===== src/rtl/mix_pkg.sv =====
package mix_pkg;
  localparam int COLOR_W = 6;
  localparam int PIX_W   = COLOR_W + 1;
  localparam int PRI_BIT = PIX_W - 1;

  typedef enum logic [1:0] {
    INT_SHADOW = 2'b00,
    INT_NORMAL = 2'b01,
    INT_HIGH   = 2'b10
  } inten_t;

  typedef enum logic [1:0] {
    SRC_BG  = 2'd0,
    SRC_B   = 2'd1,
    SRC_A   = 2'd2,
    SRC_SPR = 2'd3
  } src_t;

  typedef struct packed {
    logic capture;
    logic blankLeft;
  } mix_ctl_t;

  function automatic inten_t raiseInten(input inten_t cur);
    case (cur)
      INT_SHADOW: raiseInten = INT_NORMAL;
      default:    raiseInten = INT_HIGH;
    endcase
  endfunction
endpackage


===== src/rtl/mix_ctrl.sv =====
module mix_ctrl #(
  parameter int BLANK_PIXELS = 8
) (
  input  logic clk,
  input  logic rstN,
  input  logic pixValid,
  input  logic lineStart,
  input  logic leftBlank,
  output mix_pkg::mix_ctl_t ctl
);
  localparam int CNT_W = $clog2(BLANK_PIXELS + 1);
  localparam logic [CNT_W-1:0] CNT_MAX = CNT_W'(BLANK_PIXELS);

  logic [CNT_W-1:0] pixCnt;
  logic inLeft;

  assign inLeft = lineStart || (pixCnt < CNT_MAX);

  always_ff @(posedge clk) begin
    if (!rstN) begin
      pixCnt <= CNT_MAX;
    end else if (pixValid) begin
      if (lineStart)
        pixCnt <= CNT_W'(1);
      else if (pixCnt != CNT_MAX)
        pixCnt <= pixCnt + CNT_W'(1);
    end
  end

  always_comb begin
    ctl.capture   = pixValid;
    ctl.blankLeft = leftBlank && inLeft;
  end
endmodule


===== src/rtl/mix_datapath.sv =====
module mix_datapath
  import mix_pkg::*;
(
  input  logic               clk,
  input  logic               rstN,
  input  mix_ctl_t           ctl,
  input  logic [PIX_W-1:0]   planeB,
  input  logic [PIX_W-1:0]   planeA,
  input  logic [PIX_W-1:0]   sprite,
  input  logic [COLOR_W-1:0] bgColor,
  input  logic               shMode,
  input  logic               dispEn,
  output logic [COLOR_W-1:0] outColor,
  output logic [1:0]         outInten,
  output logic [1:0]         outSrc,
  output logic               outValid
);
  localparam logic [COLOR_W-1:0] OP_RAISE = 6'h3E;
  localparam logic [COLOR_W-1:0] OP_SHADE = 6'h3F;
  localparam logic [COLOR_W-1:0] BLANKED  = 6'h3F;

  logic [COLOR_W-1:0] curColor;
  logic               curPri;
  src_t               curSrc;
  inten_t             inten;
  inten_t             baseInten;
  logic               bOpaque, aOpaque, sOpaque, sprWins;

  assign bOpaque = |planeB[3:0];
  assign aOpaque = |planeA[3:0];
  assign sOpaque = |sprite[3:0];

  always_comb begin
    curColor  = bgColor;
    curPri    = 1'b0;
    curSrc    = SRC_BG;
    sprWins   = 1'b0;
    baseInten = (planeB[PRI_BIT] || planeA[PRI_BIT]) ? INT_NORMAL : INT_SHADOW;
    inten     = INT_NORMAL;
    if (ctl.blankLeft) begin
      inten = shMode ? INT_SHADOW : INT_NORMAL;
    end else begin
      if (bOpaque) begin
        curColor = planeB[COLOR_W-1:0];
        curPri   = planeB[PRI_BIT];
        curSrc   = SRC_B;
      end
      if (aOpaque && (planeA[PRI_BIT] >= curPri)) begin
        curColor = planeA[COLOR_W-1:0];
        curPri   = planeA[PRI_BIT];
        curSrc   = SRC_A;
      end
      sprWins = sOpaque && (sprite[PRI_BIT] >= curPri);
      if (shMode) begin
        inten = baseInten;
        if (sprWins) begin
          if (sprite[COLOR_W-1:0] == OP_RAISE) begin
            inten = raiseInten(baseInten);
          end else if (sprite[COLOR_W-1:0] == OP_SHADE) begin
            inten = INT_SHADOW;
          end else begin
            curColor = sprite[COLOR_W-1:0];
            curSrc   = SRC_SPR;
            if (sprite[3:0] == 4'hE)
              inten = INT_NORMAL;
            else if (sprite[PRI_BIT])
              inten = INT_NORMAL;
          end
        end
      end else if (sprWins) begin
        curColor = sprite[COLOR_W-1:0];
        curSrc   = SRC_SPR;
      end
    end
    if (!dispEn)
      curColor = BLANKED;
  end

  always_ff @(posedge clk) begin
    if (!rstN) begin
      outColor <= '0;
      outInten <= INT_NORMAL;
      outSrc   <= SRC_BG;
      outValid <= 1'b0;
    end else begin
      outValid <= ctl.capture;
      if (ctl.capture) begin
        outColor <= curColor;
        outInten <= inten;
        outSrc   <= curSrc;
      end
    end
  end
endmodule


===== src/rtl/layer_mixer.sv =====
module layer_mixer #(
  parameter int BLANK_PIXELS = 8
) (
  input  logic       clk,
  input  logic       rstN,
  input  logic       pixValid,
  input  logic       lineStart,
  input  logic [6:0] planeB,
  input  logic [6:0] planeA,
  input  logic [6:0] sprite,
  input  logic [5:0] bgColor,
  input  logic       shMode,
  input  logic       leftBlank,
  input  logic       dispEn,
  output logic [5:0] outColor,
  output logic [1:0] outInten,
  output logic [1:0] outSrc,
  output logic       outValid
);
  mix_pkg::mix_ctl_t ctl;

  mix_ctrl #(.BLANK_PIXELS(BLANK_PIXELS)) ctrl (
    .clk(clk), .rstN(rstN), .pixValid(pixValid),
    .lineStart(lineStart), .leftBlank(leftBlank), .ctl(ctl)
  );

  mix_datapath dp (
    .clk(clk), .rstN(rstN), .ctl(ctl),
    .planeB(planeB), .planeA(planeA), .sprite(sprite),
    .bgColor(bgColor), .shMode(shMode), .dispEn(dispEn),
    .outColor(outColor), .outInten(outInten), .outSrc(outSrc),
    .outValid(outValid)
  );
endmodule


===== config.mk =====
export PLATFORM = sky130hd
export DESIGN_NAME = layer_mixer
export DESIGN_NICKNAME = d
export VERILOG_FILES = /design/src/rtl/mix_pkg.sv /design/src/rtl/mix_ctrl.sv /design/src/rtl/mix_datapath.sv /design/src/rtl/layer_mixer.sv
export SDC_FILE = /design/constraint.sdc
export NUM_CORES = 1
export LEC_CHECK = 0
export ABC_CLOCK_PERIOD_IN_PS = 1900
export BUFFER_PORTS_ARGS = -buffer_cell sky130_fd_sc_hd__buf_2
export CAP_MARGIN = 30
export CELL_PAD_IN_SITES_DETAIL_PLACEMENT = 0
export CELL_PAD_IN_SITES_GLOBAL_PLACEMENT = 1
export CORE_ASPECT_RATIO = 0.75
export CORE_MARGIN = 1
export CORE_UTILIZATION = 33
export CTS_BUF_LIST = sky130_fd_sc_hd__clkbuf_16
export DETAILED_ROUTE_END_ITERATION = 10
export PLACE_DENSITY_LB_ADDON = 0.1
export SKIP_CTS_REPAIR_TIMING = 1
export SLEW_MARGIN = 25
export SYNTH_ARGS = -nofsm -noshare
export SYNTH_HDL_FRONTEND = slang
export SYNTH_SLANG_ARGS = --single-unit

===== constraint.sdc =====
create_clock -name clk -period 1.9 [get_ports clk]
set_input_delay 0.38 -clock clk [delete_from_list [all_inputs] [get_ports clk]]
set_output_delay 0.38 -clock clk [all_outputs]
set_load 0.005 [all_outputs]

==> impl_metrics.py <==
metrics = {
    "timing": {
        "period_minus_slack_ns": 1.69,
        "hold_viol_final": 0,
        "max_freq_ghz": 0.593,
        "slew-limit-headroom_pct": 70.8,
        "hold_slack_ns": 0.407,
        "finClkSkew_ns": 0.000829,
        "tightest_slew_ns": 0.434,
        "maxSlewViolCount": 0,
        "layout_setup_ws_ns": 0.212,
        "finalSetupViolCount": 0,
        "post-route-period-util_pct": 88.8,
        "rsz0062_at_grt": "false",
    },
    "final_layout": {
        "area_delta_synth_final_pct": 36.1,
        "final_nets": 227,
        "drive_gt1_share_pct": 35.8,
        "final_cell_mix": "buf_2 (44), dfxtp_1 (15), inv_1 (11), nor2_1 (11), buf_4 (10)",
        "fill_cells": 322,
        "mostFrequentLayoutCell": "buf_2",
        "antenna_cells": 0,
    },
    "floorplanning": {
        "num_rows": 17,
        "die_area_um2": 3550,
        "dieWidth_um": 68.5,
        "fp.dieH_um": 51.9,
        "start_util_pct": 36.0,
        "boundaryPins": 45,
        "design.core.area_um2": 3040,
    },
    "synthesis": {
        "syn_nets": 173,
        "ys_types": 44,
        "avgSynthCellArea_um2": 7.99,
        "synthArstFlopShare_pct": 0,
        "ys_seq_area_share_pct": 27.4,
        "synth_edf_count": 0,
        "ys_ff_latch": 15,
        "syn_area_um2": 1090,
        "yosys_most_used_dff": "dfxtp_1",
        "yosysWarnings": 0,
        "syn_inst": 137,
    },
    "drt": {
        "drtAntennaViolNets": 0,
        "first_pass_iters": 4,
        "vias_per_cell": 5.65,
        "drt_iter0_drc": 56,
        "remaining_drc_errors": 0,
        "wirelength_um": 3460,
        "wl_per_cell_um": 15.2,
        "vias": 1288,
    },
    "global_route": {
        "grt_start_max_net_pins": 13,
        "overflow": 0,
        "grt_pass1_vias": 1151,
        "grtUsageTotal_pct": 21.0,
        "antenna_found_initial": 0,
        "grt_first_pass_wirelength_um": 5400,
    },
    "clocking": {
        "h-tree-depth": 1,
        "cts_buffers": 3,
        "clkSinkCount": 15,
        "clk_pin_slew_ns": 0.05,
        "cts_tree": "done",
        "clockBufferDepth": 2,
        "cts_root_buffer": "clkbuf_16",
        "insertion_delay_ns": 0.24,
    },
    "status": {
        "status": "completed",
    },
    "hold_path": {
        "hold_class": "in2reg",
        "worstHoldStart": "rstN",
    },
    "critical_path": {
        "reg2reg_from": "ctrl.pixCnt[0]",
        "start_kind": "primary input",
        "endpoint_kind": "flop",
        "cp.arrival_ns": 1.82,
        "crit_fanout": 4,
        "path_class": "in2reg",
        "required_ns": 2.03,
        "cp-startpoint": "planeB[0]",
    },
    "placed_design": {
        "place_hpwl_um": 2790,
        "place_ws_ns": -0.0338,
        "routabilityCongestion": 0.828,
        "portBuffers": 44,
    },
    "power": {
        "finalPower_mw": 1.01,
        "power_density_nw_per_um2": 677,
        "p_leak_nw": 0.636,
        "ir_drop_uv": 492,
    },
    "flow_run": {
        "max_cap_violations": 0,
    },
}
cell type report:
class / count / area, um2 / share of cell area [%]
well taps: 38 / 47.5 / 3.19
multi-input cells: 107 / 731 / 49.0
flip-flops and latches: 15 / 300 / 20.2
inverters: 10 / 37.5 / 2.52
repair buffers: 54 / 295 / 19.8
clock inverters: 1 / 3.75 / 0.252
clock buffers: 3 / 75.1 / 5.04
cell families after synthesis:
logic type,after synthesis,share of synthesized area [%]
and+or+nand+nor,53,28.9
AOI/OAI and AO/OA,47,30.5
buffers and inverters,15,5.83
DFF,15,27.4
muxes,5,5.03
adders and majority gates,2,2.29
state kept, by name (all words and copies together) (netlist names):
| register | cells |
|---|---|
| dp.outColor | 6 |
| ctrl.pixCnt | 4 |
| dp.outInten | 2 |
| dp.outSrc | 2 |
| dp.outValid | 1 |
per-stage QoR:
| stage | setup TNS [ns] | std cells | area [um2] | utilization (%) |
|---|---|---|---|---|
| 2_1_floorplan | 0 | 137 | 1090 | - |
| 3_3_place_gp | 0 | 224 | 1410 | 46.4 |
| 3_5_place_dp | -0.0461 | 224 | 1410 | 46.4 |
| 4_1_cts | 0 | 228 | 1490 | 49.0 |
| 5_1_grt | 0 | 228 | 1490 | 49.0 |
| 6_report | 0 | 228 | 1490 | 49.0 |
synthesized netlist by cell type (5+ instances only):
library cell	number	area [um2]
nor2_1	11	41.3
nand3b_1	5	37.5
a31oi_1	5	31.3
a21oi_1	7	35.0
inv_1	10	37.5
o21ai_0	9	45.0
nand3_1	6	30.0
nand2_1	6	22.5
dfxtp_1	15	300
layer usage:
layer / wire length, um / vias up / track usage, %
met5: 0 / - / 0
met3: 178 / 2 / 4.82
li1: - / 638 / -
met4: 18 / 0 / 4.86
met1: 1780 / 609 / 30.2
met2: 1480 / 39 / 31.2
worst max-delay path, stage by stage:
cell,delay [ns]
buf_2,0.13
nor4_4,0.46
mux2_2,0.38
mux2_2,0.26
o22ai_1,0.12
a21oi_1,0.08
worst paths after layout:
kind,cells past startpoint,endpoint,slack [ns]
hold / removal,2,dp.outInten[0],0.41
hold reg to reg,2,dp.outSrc[0],0.46
setup / recovery,6,dp.outColor[4],0.21
setup reg to reg,8,ctrl.pixCnt[0],0.45
report_power, final:
group / switching (mW) / leakage, nW / internal, mW
logic: 0.132 / 0.470 / 0.114
registers: 0.0140 / 0.124 / 0.339
clock network: 0.130 / 0.0423 / 0.279
No activity file was read; power rests on OpenSTA's default activity.
